## src/rtl/pwm_fault_sequencer.sv

```systemverilog
module pwm_fault_sequencer #(
  parameter int RAMP_W   = 10,
  parameter int CHG_DIV  = 64,
  parameter int DIS_STEP = 16
) (
  input  logic              clk,
  input  logic              rst_n,
  input  logic              en_in,
  input  logic              latch_req,
  input  logic              oc_flag,
  input  logic              supply_ok,
  input  logic              supply_low,
  output logic              drv_en,
  output logic [RAMP_W-1:0] ramp,
  output logic              ramp_done,
  output logic              uvlo_flag,
  output logic              latched_flag,
  output logic              hiccup_flag
);
  localparam int DIV_W = (CHG_DIV > 1) ? $clog2(CHG_DIV) : 1;
  localparam logic [DIV_W-1:0]  DIV_LAST = DIV_W'(CHG_DIV - 1);
  localparam logic [RAMP_W-1:0] FULL     = {RAMP_W{1'b1}};
  localparam logic [RAMP_W-1:0] STEP     = RAMP_W'(DIS_STEP);

  typedef enum logic [2:0] {S_UVLO, S_IDLE, S_RAMP, S_RUN, S_HIC, S_LATCH} st_t;

  st_t              st;
  logic [4:0]       sy1, sy2;
  logic [DIV_W-1:0] div;
  logic             hic;

  wire en_s  = sy2[0];
  wire oc_s  = sy2[1];
  wire lat_s = sy2[2];
  wire ok_s  = sy2[3];
  wire low_s = sy2[4];

  wire [RAMP_W-1:0] ramp_dn = (ramp > STEP) ? ramp - STEP : '0;

  always_ff @(posedge clk or negedge rst_n) begin
    if (!rst_n) begin
      sy1 <= '0;
      sy2 <= '0;
    end else begin
      sy1 <= {supply_low, supply_ok, latch_req, oc_flag, en_in};
      sy2 <= sy1;
    end
  end

  always_ff @(posedge clk or negedge rst_n) begin
    if (!rst_n) begin
      st   <= S_UVLO;
      ramp <= '0;
      div  <= '0;
      hic  <= 1'b0;
    end else if (low_s) begin
      st   <= S_UVLO;
      ramp <= '0;
      div  <= '0;
      hic  <= 1'b0;
    end else if (st == S_UVLO) begin
      if (ok_s) st <= S_IDLE;
    end else if (st == S_LATCH) begin
      st <= S_LATCH;
    end else if (lat_s) begin
      st   <= S_LATCH;
      ramp <= '0;
      div  <= '0;
    end else if (oc_s) begin
      st   <= S_HIC;
      hic  <= 1'b1;
      ramp <= ramp_dn;
      div  <= '0;
    end else if (!en_s) begin
      st   <= S_IDLE;
      ramp <= '0;
      div  <= '0;
    end else begin
      case (st)
        S_IDLE: begin
          st  <= S_RAMP;
          div <= '0;
        end
        S_HIC: begin
          if (ramp == '0) begin
            st  <= S_RAMP;
            div <= '0;
          end else begin
            ramp <= ramp_dn;
          end
        end
        S_RAMP: begin
          if (div == DIV_LAST) begin
            div  <= '0;
            ramp <= ramp + 1'b1;
            if (ramp == FULL - 1'b1) begin
              st  <= S_RUN;
              hic <= 1'b0;
            end
          end else begin
            div <= div + 1'b1;
          end
        end
        default: st <= st;
      endcase
    end
  end

  assign drv_en       = (st == S_RAMP || st == S_RUN) && en_s && !oc_s && !lat_s && !low_s;
  assign ramp_done    = (ramp == FULL);
  assign uvlo_flag    = (st == S_UVLO);
  assign latched_flag = (st == S_LATCH);
  assign hiccup_flag  = hic;
endmodule

```

## config.mk

```make
export PLATFORM = sky130hd
export DESIGN_NAME = pwm_fault_sequencer
export DESIGN_NICKNAME = d
export VERILOG_FILES = /design/src/rtl/pwm_fault_sequencer.sv
export SDC_FILE = /design/constraint.sdc
export NUM_CORES = 1
export LEC_CHECK = 0
export ABC_CLOCK_PERIOD_IN_PS = 5700
export BUFFER_PORTS_ARGS = -buffer_cell sky130_fd_sc_hd__buf_2
export CAP_MARGIN = 20
export CORE_ASPECT_RATIO = 0.75
export CORE_MARGIN = 2
export CORE_UTILIZATION = 40
export CTS_CLUSTER_SIZE = 10
export DETAILED_ROUTE_END_ITERATION = 8
export MAX_ROUTING_LAYER = met4
export PLACE_DENSITY_LB_ADDON = 0.15
export SLEW_MARGIN = 20
export SYNTH_ARGS = -nofsm -noshare
export SYNTH_HDL_FRONTEND = slang
export SYNTH_SLANG_ARGS = --single-unit
```

## constraint.sdc

```tcl
create_clock -name clk -period 5.7 [get_ports clk]
set_clock_uncertainty 0.15 [all_clocks]
set_input_delay 1.14 -clock clk [delete_from_list [all_inputs] [get_ports clk]]
set_output_delay 1.14 -clock clk [all_outputs]
set_load 0.05 [all_outputs]
```

After elaboration in Yosys (flattened, before gate mapping)
Index checks and enable logic that the tools add are counted.
{"block": "op_classes", "n_reduce_logical": 18, "mux": 39, "eq_ne": 21, "n_addsub": 3, "magnitude_cmp": 1}
{"operator": "$mux 10", "n": 9}
{"operator": "$mux 6", "n": 8}
{"operator": "$mux 3", "n": 10}
{"operator": "$ne 8x8->1 const B", "n": 3}
{"operator": "$eq 10x10->1 const B", "n": 2}
{"operator": "$pmux 10 s2", "n": 1}
{"operator": "$ne 6x6->1 const B", "n": 3}
{"operator": "$pmux 6 s3", "n": 1}
{"operator": "$reduce_bool 3->1", "n": 4}
{"operator": "$add 10x1->10 const B", "n": 1}
{"operator": "$gt 10x5->1 const B", "n": 1}
{"operator": "$logic_not 10->1", "n": 1}
{"operator": "$reduce_and 5->1", "n": 2}
{"operator": "$sub 10x5->10 const B", "n": 1}
{"operator": "$mux 1", "n": 9}
{"operator": "$ne 9x3->1 const B", "n": 1}
{"operator": "$pmux 3 s3", "n": 1}
{"operator": "$ne 7x1->1 const B", "n": 1}
{"operator": "$reduce_and 7->1", "n": 1}
{"operator": "$add 6x1->6 const B", "n": 1}
{"operator": "$eq 3x2->1 const B", "n": 2}
{"operator": "$eq 3x3->1 const B", "n": 2}
{"operator": "$eq 6x6->1 const B", "n": 1}
{"operator": "$ne 2x1->1 const B", "n": 3}
{"operator": "other kinds (8)", "n": 13}
{"block": "totals", "out_inout_bits": 15, "wordCells": 88, "register_bits": 30}

Longest topological paths before layout
Gate-level depths: netlist of run 1.
{"block": "logic_depth", "ltp_word": 10, "mapped_depth": 7, "depth_no_buf": 7}

Least setup slack after synthesis of run 1
No wires, ideal clock.
{"block": "synth_timing", "path_type": "reg-to-output", "start": "register ramp[1]", "end": "output ramp_done", "path_stages_with_launch": 5, "t_arrival_ns": 1.759, "n_path_buf": 0, "setup_slack_ns": 2.651, "required_time_ns": 4.410, "path_cell_list": "dfrtp_1 ha_1 nand4_1 nor2_1 and3_1"}
{"block": "synth_via", "elab_chain_cells": 1}
{"element": "start, declared", "line": "14", "text": "output logic [RAMP_W-1:0] ramp,"}
{"element": "start signal, assigned", "line": "72", "text": "ramp <= ramp_dn;"}
{"element": "start signal, assigned", "line": "89", "text": "ramp <= ramp_dn;"}
{"element": "start signal, assigned", "line": "95", "text": "ramp <= ramp + 1'b1;"}
{"element": "$eq 10x10->1", "line": "110", "text": "assign ramp_done = (ramp == FULL);"}
{"element": "end, declared", "line": "15", "text": "output logic ramp_done,"}
Every way passes these cells.

Worst setup path after layout of run 1
Same ends and word-level chain as after synthesis.

==> impl.org, run 1 <==
** Synth
- Mapped Avg Cell Area :: 9.52 um2
- The share of synthesized area in the top cell type comes to 41.3%.
- The synthesized design spends more area on one cell type than any other, namely sky130_fd_sc_hd__dfrtp_1.
- Post-synth design cell area :: 0.00182 mm2
- Number of enable-type register cells in the synthesized netlist :: 0
- The number of nets handed over by synthesis was 206.
- Counting flops and latches in the post-synthesis netlist gives 30.
- Register area share after synthesis :: about two fifths
- Cell variety after synth :: 52
- In the post-synthesis netlist, the biggest area contributors are sky130_fd_sc_hd__dfrtp_1, sky130_fd_sc_hd__ha_1, sky130_fd_sc_hd__nand2_1.
- The most used flip-flop cell after synthesis is sky130_fd_sc_hd__dfrtp_1.
- Share of async-settable or async-resettable flops after synthesis :: 100%
- Total number of yosys warnings :: 0
- Synthesis produced a netlist whose cell count is 191.

** Global routing
- Global-route wire length before repair :: 7400 um
- The number of global-route vias before repair was 1509.
- Pin count of the biggest net entering global routing :: 31
- Highest-utilization routing layer at the global route stage :: met2
- Number of antenna violations at the first check in global routing :: 0
- Grt met2 use :: 29.5%
- Global routing usage summed across all routing layers :: 19.5%
- For met3 alone, demand over resource in global routing was approximately 4.3%.
- M1 GR Usage :: 26.7%
- For this run the aggregate overflow at the end of global routing stands at 0.

** Clocking
- Post-CTS setup buffer count :: 0
- The number of gates resized after CTS was 0.
- Clk slew on worst S/H paths :: 0.07 ns
- The number of clock buffers added by TritonCTS is 5.
- Buffer cell driving the clock tree root :: sky130_fd_sc_hd__clkbuf_8
- In this run the number of H-tree levels came out at 2.
- Count of clock tree sinks :: 30
- The later pin in the worst-skew pair is clocked with a latency of 0.28 ns.
- TritonCTS built the clock tree.
- After clock tree synthesis, the flow added hold-fix buffers numbering 0.
- In this run the deepest clock path goes through 2 buffers.

** Worst setup path
- Family with the most delay on the worst path :: simple AND/OR/NAND/NOR gates
- Along the worst path, the maximum fanout reaches 7.
- Cell chain of the critical path :: ha_1, nand4_1, nor2_1, and3_1, buf_2
- Counting both buffers and inverters, the worst setup path holds a total of 1.
- The most critical setup path has its startpoint at ramp[1].
- Nature of the critical path startpoint :: flip-flop
- Slowest-stage cell, CP :: sky130_fd_sc_hd__dfrtp_1
- STA puts the critical path data arrival time at 1.86 ns.
- The largest single stage delay on the critical path is 0.46 ns.
- Kind of end point of the critical path :: output pin
- The startpoint identified for the worst register-to-register timing path is ramp[0].
- For the worst setup path, the data required time is 4.41 ns.
- Worst setup path category :: flip-flop to output pin

** STA
- The count of pins over their slew limit came to 0.
- Upper clock frequency limit :: 317 MHz
- The number of failing hold endpoints at the final stage came to 0.
- Final setup slack of the worst path :: roughly 2.5 ns
- The worst pin sits at a relative slew slack of 55.1%.
- Setup repair after global routing missed its margin :: false
- Min cycle time layout :: 3.15 ns
- Final hold slack :: 0.198 ns
- Of the available clock period, the critical path in the final layout requires 55.3%.
- For the final routed database, the setup TNS stands at 0 ns.
- Actual slew at the worst max-slew pin :: 0.674 ns
- Setup violations remaining at the end of the flow were counted as 0.

** Floorplan
- Die Footprint :: 0.00511 mm2
- Measured along the y axis, the die boundary spans 62.4 um.
- Number of ports placed on the die boundary :: 22
- Floorplan core area :: 0.00441 mm2
- Cell Rows :: 21
- The initial utilization of the core area, before any placement, comes to 41.2%.
- Width of the die :: 81.8 um

** Layout
- The repair_antennas step left the layout with diodes totalling 0.
- The post-route netlist has between 20% and 30% of its cells at a drive strength greater than 1.
- After the flow finishes, the layout carries non-filler instances totaling 268.
- In the layout the commonest cells are sky130_fd_sc_hd__dfrtp_1, sky130_fd_sc_hd__buf_2, sky130_fd_sc_hd__nand2_1, sky130_fd_sc_hd__nor2_1, sky130_fd_sc_hd__o21ai_0.
- Growth of design area from synthesis to finish :: 14.9%
- Leaving out fill and tap cells, the most frequent cell in the layout is sky130_fd_sc_hd__dfrtp_1.
- Number of nets in the final layout :: around 230

** Power and ir drop
- Pwr Density :: 266 mW/mm2
- Summed over all cells, the static leakage comes to 0.000921 uW.
- Total chip power :: 555 uW
- The worst-case IR drop observed on VDD is 0.000185 V.

** Drt
- Vias per std cell :: 5.80
- Across all layers, the routed design uses 1554 vias.
- The count of nets left with antenna violations once routing finished came out at 0.
- The first detailed-routing pass ran for 4 iterations.
- Dividing the detail-routed wire length by the instance count gives 16.5 um.
- DRT iter0 DRCs :: 138
- Post-detailed-routing wire length :: about 4400 um
- Remaining DRCs :: 0

** Placement
- Counting tap cells, the placed design contains a total of 260 instances.
- Sum of net half-perimeters after detailed placement :: 3220 um
- Placement Setup Slack :: between 2 and 3 ns
- Port-buffer cells :: 21
- Last weighted congestion value of the routability-driven placer :: 1.01

** Flow run
- The tool flagged a number of max-cap violations equal to 0.

** Run status
- Run status :: finished clean

** Hold path
- Worst min-delay path category :: flip-flop to flip-flop
- In this run the most critical hold path is launched from sy1[4].
## path summary, 6_finish.rpt
kind | to | slack, ns | depth (start not counted)
setup / recovery | ramp_done | 2.55 | 5
max in group asynchronous | sy2[2] | 4.21 | 1
min in group asynchronous | ramp[7] | 0.73 | 1
setup reg to reg | ramp[6] | 3.23 | 7
hold reg to reg | sy2[4] | 0.20 | 0
hold / removal | sy2[4] | 0.20 | 0
## state kept, by name, summed over array words and instances, names as in the netlist
name         flops
div              6
hiccup_flag      1
ramp            10
st               3
sy1              5
sy2              5
## cell usage after synthesis (all sizes together), types with 3 or more instances
master,instances
buf,8
nor4,3
a21o,3
nand4,4
a31oi,4
o21ai,11
xnor2,3
dfrtp,30
nand2,17
ha,8
inv,8
a21oi,10
nor2,17
a211oi,3
and3,3
nand3,8
o22ai,5
nor3,7
a22o,5
## worst reg2reg max path, stage by stage, from the launching register on
cell and delay, ns:
sky130_fd_sc_hd__dfrtp_1 0.44, sky130_fd_sc_hd__inv_1 0.10, sky130_fd_sc_hd__ha_1 0.18, sky130_fd_sc_hd__nor3b_1 0.46
sky130_fd_sc_hd__a31oi_2 0.20, sky130_fd_sc_hd__a211oi_4 0.36, sky130_fd_sc_hd__nor3_2 0.14, sky130_fd_sc_hd__a32o_1 0.30
## cell families (layout without fill, tap and decap cells)
| kind of cell | after synthesis | in the layout | share of synthesized area, % |
|---|---|---|---|
| simple gates | 72 | 72 | 21.9 |
| compound gates | 57 | 57 | 23.3 |
| xor+xnor | 5 | 5 | 2.41 |
| flops | 30 | 30 | 41.3 |
| buf+inv | 17 | 37 | 4.34 |
| mux | 2 | 2 | 1.24 |
| fa+ha+maj | 8 | 8 | 5.51 |
## area by class of cell
type                            instances  area, um2
Fill cell                             421       2330
Multi-Input combinational cell        144        988
Sequential cell                        30        751
Timing Repair Buffer                   21        105
Clock buffer                            6       82.6
Tap cell                               57       71.3
Clock inverter                          2       60.1
Inverter                                8       30.0
## metal layers
| metal | routed length (um) | vias to the layer above |
|---|---|---|
| li1 | - | 750 |
| met5 | 0 | - |
| met1 | 2080 | 763 |
| met4 | 19 | 0 |
| met2 | 2080 | 39 |
| met3 | 235 | 2 |
## stage by stage
step                      cell area (um2)  util, %
after CTS                            2090     47.3
after global routing                 2090     47.3
after global placement               1950     44.1
final                                2090     47.3
after detailed placement             1950     44.1
after floorplan                      1820        -
## where the power goes
part | leakage (uW) | switching (uW) | internal [uW]
sequential | 0.000393 | 10.5 | 219
clock | 0.0000714 | 82.8 | 186
combinational | 0.000456 | 38.2 | 18.0
Power figures use the tool's default switching activity.
==> inputs of run 2 (changes only) <==
ABC_CLOCK_PERIOD_IN_PS = 3000   (was 5700)
clock period = 3 ns   (was 5.7 ns; I/O delays follow)
==> run 2 against run 1 <==
Compared with the run above:
- die area unchanged
- first-iteration DRC count rose by 38%
- cell count unchanged
- cell area is 2.3% lower
- critical path depth unchanged
- register-to-register slack worse by 2.7 ns
- largest cell class unchanged
- sequential power up 91%
- worst hold slack worse by 0.0076 ns
- core utilization decreased by 1.1 points
- clock-buffer cell count unchanged
- power is 60% higher
- worst setup slack worse by 2.2 ns
==> impl.org, run 2 (same netlist as run 1, synthesis figures left out) <==
** Run status
- The run finished with clean final reports.

** Layout
- Largest registers in the final layout :: ramp: 10 flops, div: 6 flops
- After the flow finishes, the layout carries non-filler instances totaling 268.
- Number of nets in the final layout :: ~230
- In the layout the commonest cells are sky130_fd_sc_hd__dfrtp_1, sky130_fd_sc_hd__buf_2, sky130_fd_sc_hd__nand2_1, sky130_fd_sc_hd__nor2_1, sky130_fd_sc_hd__o21ai_0.
- Number of flip-flops under the largest register name :: 10
- 0 antenna diodes ended up in the layout.
- Ranked by flip-flop count, first place goes to ramp.
- Growth of design area from synthesis to finish :: 12.3%
- After routing the design area is 0.00204 mm2.
- Most common cell after layout, fill and taps aside :: sky130_fd_sc_hd__dfrtp_1
- The post-route netlist has 20.4% of its cells at a drive strength greater than 1.

** Power and ir drop
- For this design the static power due to leakage is 0.000896 uW.
- Maximum vdd ir drop :: 0.000289 V
- In this run the power density over the cells is 436 mW/mm2.
- Sequential share of power :: between 40% and 50%
- Logic pwr share :: 11.7%
- Internal power comes to 634 uW.
- In this run, the clock network consumes 39.2% of the power.
- Of the total power, the share spent switching nets is 28.7%.
- Switching pwr :: 255 uW

** Drt
- Antenna Violating Nets Remaining :: 0
- Number of vias in the routed layout :: 1583
- Wires add up to 4390 um.
- Using the TritonRoute via totals, the vias-per-cell ratio works out to 5.91.
- DRT iter0 DRCs :: between 150 and 200
- First-pass iteration count of the detailed router :: 4
- Per-cell routed wire length :: 16.4 um
- After detailed routing, the number of remaining DRC violations is 0.

** Clocking
- Clock tree synthesis inserted a total of 5 buffers.
- Clk slew on worst S/H paths :: 0.07 ns
- TritonCTS built the clock tree.
- Buffer cell driving the clock tree root :: sky130_fd_sc_hd__clkbuf_8
- In this run, post-CTS repair resized a total of 0 instances.
- Post-CTS setup buffer count :: 0
- Counting along the longest clock path gives a buffer depth of 2.
- Count of clock tree sinks :: 30
- The clock tree synthesis step divided the H-tree into 2 levels.
- At the later pin of the worst-skew pair, clock insertion delay measures around 0.28 ns.
- In this run, post-CTS hold repair placed 0 buffers.

** Placement
- Sum of net half-perimeters after detailed placement :: 3120 um
- Summing all placed instances gives a cell area of 0.00195 mm2.
- Last weighted congestion value of the routability-driven placer :: 0.914
- The count of buffers added on input and output ports is 21.
- Including well taps, the total number of placed cells is 260.

** Worst setup path
- Worst setup path category :: flip-flop to output pin
- Tracing the worst setup path back leads to its startpoint at ramp[1].
- Worst R2R Path Depth :: 7
- Worst reg2reg setup slack :: ~0.52 ns
- Maximum fanout along the worst path :: 7
- Nature of the critical path startpoint :: flip-flop
- R2R Path Start :: ramp[0]
- In this run the critical register-to-register path is captured at ramp[6].
- Critical path required time :: 2.25 ns
- CP arrival :: around 1.9 ns
- Kind of end point of the critical path :: output pin

** Floorplan
- Die Footprint :: 0.00511 mm2
- For this configuration, the core starts out at a cell density of 41.2%.
- Number of ports placed on the die boundary :: 22
- Measured along the x axis, the die boundary spans about 80 um.
- Cell Rows :: 21
- Die height :: 62.4 um
- Floorplan core area :: 0.00441 mm2

** STA
- Min cycle time layout :: 2.62 ns
- Setup repair after global routing left no endpoint under its margin.
- Adding up every negative setup slack in the final design gives 0 ns.
- Upper clock frequency limit :: 382 MHz
- Normalized max-slew margin :: 55.6%
- At the pin with the least slew margin, the transition time is 0.665 ns.
- Final critical-path share of the clock period :: 87.3%
- Final Hold Viols :: 0
- Setup violations remaining at the end of the flow were counted as 0.
- Max Transition Viols Final :: 0

** Global routing
- The first global-routing pass estimated ~7500 um of wire.
- Global routing used 19.8% of the available tracks.
- Summed over all layers, the global routing overflow is 0.
- Number of antenna violations at the first check in global routing :: 0
- Pin count of the biggest net entering global routing :: 31
- Number of global-route vias before repair :: 1472

** Flow run
- Max-Cap Viols :: 0

** Hold path
- The path class of the tightest hold or removal check is input port to asynchronous set/reset pin.
## run 2: cell count changes in the layout (fill, tap and decap cells not counted), sizes merged
cell and delta:
clkinv +1, clkinvlp +1, bufinv -2
## run 2: metal layers
metal | up-vias | GRT usage [%] | part of all wire [%]
met5 | - | - | 0
met3 | 5 | 4.34 | 5.4
met1 | 779 | 30.0 | 49
met2 | 51 | 26.5 | 45
met4 | 0 | 5.63 | 0.89
li1 | 748 | - | -
## run 2: worst max-delay path by stage
stage | to | cells after the start
5_1_grt | drv_en | 4
6_report | ramp_done | 5
2_1_floorplan | ramp_done | 4
3_5_place_dp | ramp[6] | 7
4_1_cts | ramp_done | 5
3_3_place_gp | ramp_done | 5
## run 2: power by group through the flow
stage / clock, uW / sequential [uW] / combinational (uW)
5_1_grt: 380 / 439 / 115
4_1_cts: 358 / 437 / 104
6_report: 348 / 437 / 104
3_3_place_gp: 0 / 443 / 102
2_1_floorplan: 0 / 434 / 83.4
3_5_place_dp: 0 / 444 / 103
## run 2: area by class of cell
class	instances	area, um2
fillers	422	2370
repair buffers	21	105
multi-input cells	144	988
well taps	57	71.3
clock inverters	2	12.5
clock buffers	6	82.6
inverters	8	30.0
flip-flops and latches	30	751
## run 2: critical path: stages, from the launching register on
cell and delay (ns):
sky130_fd_sc_hd__dfrtp_1 0.45, sky130_fd_sc_hd__ha_1 0.28, sky130_fd_sc_hd__nand4_1 0.21, sky130_fd_sc_hd__nor2_1 0.22
sky130_fd_sc_hd__and3_1 0.17, sky130_fd_sc_hd__buf_2 0.25
## run 2: per-stage QoR
| step | hold WS (ns) | utilization [%] | power, uW | worst slack [ns] |
|---|---|---|---|---|
| 3_5_place_dp | 0.189 | 44.1 | 548 | 0.556 |
| 3_3_place_gp | 0.183 | 44.1 | 546 | 0.679 |
| 6_report | 0.190 | 46.2 | 889 | 0.382 |
| 2_1_floorplan | 0.154 | - | 518 | 0.491 |
| 4_1_cts | 0.204 | 46.2 | 899 | 0.391 |
| 5_1_grt | 0.207 | 46.2 | 934 | 0.278 |
==> inputs of run 3 (changes only) <==
ABC_CLOCK_PERIOD_IN_PS = 2650   (was 3000)
clock period = 2.65 ns   (was 3 ns; I/O delays follow)
==> run 3 against run 2 <==
Compared with the run above:
- via count grew 1.6%
- clock-buffer cell count is the same
- combinational power grew 15%
- global-route usage is essentially flat
- die area is the same
- sequential share of layout area shrank 0.58 points
==> impl.org, run 3 (same netlist as run 1, synthesis figures left out) <==
** Clocking
- Clock tree from TritonCTS :: built
- For this design, the sink count on the clock tree is 30.
- After clock tree synthesis, the clock-pin slew on the worst setup and hold paths is roughly 0.070 ns.
- TritonCTS created 5 clock buffers.
- CTS placed an instance of sky130_fd_sc_hd__clkbuf_8 at the clock tree root.
- CTS built an H-tree with a depth of 2.
- The clock reaches the later pin of the worst-skew pair after 0.29 ns.
- Maximum buffer depth of the clock tree :: 2

** STA
- Setup violations remaining at the end of the flow were counted as 0.
- Setup repair after global routing left no endpoint under its margin.
- Min cycle time layout :: between 2 and 3 ns
- Setup TNS :: 0 ns
- Timing would allow up to 395 MHz.
- Dividing the final minimum period by the clock period gives 95.6%.
- At the pin with the least slew margin, the transition time is just under 0.7 ns.
- Max Transition Viols Final :: 0
- Normalized max-slew margin :: 55.0%
- The number of failing hold endpoints at the final stage is 0.
- Final hold slack :: between 0.1 and 0.15 ns

** Global routing
- Global routing finished with a remaining overflow of 0.
- Entering global routing, the biggest net connects 31 pins.
- Global routing used 19.8% of the available tracks.
- Grt met2 use :: 28.8%
- In the global route stage, met3 resource usage came out at roughly 4.5%.
- Global-route wire length before repair :: 7460 um
- M1 GR Usage :: 26.7%
- Number of antenna violations at the first check in global routing :: 0
- Highest-utilization routing layer at the global route stage :: met2
- The number of global-route vias before repair came to approximately 1600.

** Drt
- For this block, the routed nets add up to about 4400 um of wire.
- The detail route stage leaves a number of antenna-violating nets equal to 0.
- Per-cell routed wire length :: 16.2 um
- For this block, the initial DRC count from the detailed router was 164.
- After detailed routing, the number of vias per cell comes to 5.92.
- First-pass iteration count of the detailed router :: 4
- Remaining DRCs :: 0
- Summing over every cut layer, the via total after detailed routing is 1609.

** Hold path
- Worst min-delay path category :: input port to asynchronous set/reset pin

** Power and ir drop
- Summed over all cells, the static leakage comes to 0.000912 uW.
- Pwr Density :: 486 mW/mm2
- The worst-case IR drop observed on VDD is between 0.0002 and 0.0003 V.

** Layout
- Counting flops per register, the top entry is ramp.
- Growth of design area from synthesis to finish :: 14.0%
- At the end of the flow the core is filled with cells to 47.0%.
- Number of nets in the final layout :: 229
- Leaving out fill and tap cells, the most frequent cells in the layout are sky130_fd_sc_hd__dfrtp_1, sky130_fd_sc_hd__buf_2, sky130_fd_sc_hd__nand2_1, sky130_fd_sc_hd__nor2_1, sky130_fd_sc_hd__o21ai_0.
- The number of antenna diodes in the final layout is 0.
- Of the cells placed in the final design, the portion with a size suffix greater than 1 is 22.3%.
- The register with the most flip-flops in the layout has 10 of them.
- The largest registers in the layout are ramp: 10 flops, div: 6 flops.
- FF+latch area :: 751 um2
- After routing the design area is 0.00207 mm2.
- Area occupied by multi-input gates :: ~1000 um2
- Most common cell after layout, fill and taps aside :: sky130_fd_sc_hd__dfrtp_1
- Fill cell instance count of the final layout :: slightly above 400

** Worst setup path
- Along the worst path, the maximum fanout reaches 7.
- Nature of the critical path startpoint :: flip-flop
- CP arrival :: 1.85 ns
- Worst setup path category :: flip-flop to output pin
- Critical path required time :: 1.97 ns
- Kind of end point of the critical path :: output pin

** Floorplan
- Floorplan core area :: approximately 0.0044 mm2
- Initial Utilization :: between 40% and 50%
- Measured along the y axis, the die boundary spans 62.4 um.
- Cell Rows :: 21
- Number of ports placed on the die boundary :: 22
- The floorplan step defined a die boundary enclosing 0.00511 mm2.
- From left edge to right edge, the die measures 81.8 um.

** Flow run
- Max-Cap Viols :: 0

** Placement
- Sum of net half-perimeters after detailed placement :: between 3000 and 4000 um
- Area after DPL :: 0.00198 mm2
- During placement, the flow inserted port buffers numbering 21.
- Last weighted congestion value of the routability-driven placer :: slightly above 0.9

** Run status
- The run finished with clean final reports.
## run 3: per-layer routing
layer / vias to the layer above / wire length (um) / part of all wire, %
li1: 760 / - / -
met1: 778 / 1960 / 44
met2: 59 / 2020 / 46
met3: 12 / 329 / 7.5
met4: 0 / 97 / 2.2
met5: - / 0 / 0
## run 3: per-stage QoR
stage	setup slack, ns	total power [uW]	instances
2_1_floorplan	0.162	586	191
3_5_place_dp	0.273	623	264
6_report	0.117	1010	272
4_1_cts	0.0983	1020	272
3_3_place_gp	0.321	621	264
5_1_grt	0.000383	1060	272
## run 3: repair_timing
item,in CTS,in global routing
gates resized for setup,0,1
hold buffers,0,0
setup buffers,0,0
setup endpoints to repair,0,1
## run 3: area by class of cell
class,instances,area share [%]
flip-flops and latches,30,36.2
well taps,57,3.44
clock inverters,2,0.603
repair buffers,25,6.52
inverters,8,1.45
clock buffers,6,3.98
multi-input cells,144,47.8
## run 3: path summary, 6_finish.rpt
| check | end | slack, ns | depth (start not counted) | startpoint |
|---|---|---|---|---|
| setup reg to reg | ramp[6] | 0.24 | 7 | ramp[0] |
| hold / removal | ramp[7] | 0.12 | 1 | rst_n |
| min in group clk | sy1[3] | 0.20 | 1 | supply_ok |
| hold reg to reg | sy2[2] | 0.20 | 0 | sy1[2] |
| setup / recovery | ramp_done | 0.12 | 5 | ramp[0] |
| max in group asynchronous | sy1[1] | 1.78 | 1 | rst_n |
## run 3: worst max-delay path: stages (launching register included)
cell and delay, ns:
sky130_fd_sc_hd__dfrtp_1 0.45, sky130_fd_sc_hd__ha_2 0.26, sky130_fd_sc_hd__nand4_1 0.20, sky130_fd_sc_hd__nor2_1 0.23, sky130_fd_sc_hd__and3_1 0.17, sky130_fd_sc_hd__buf_2 0.25
## run 3: where the power goes
group | internal (uW) | total, uW | switching [uW]
clock network | 208 | 392 | 184
logic | 39.2 | 120 | 80.4
registers | 471 | 495 | 24.1
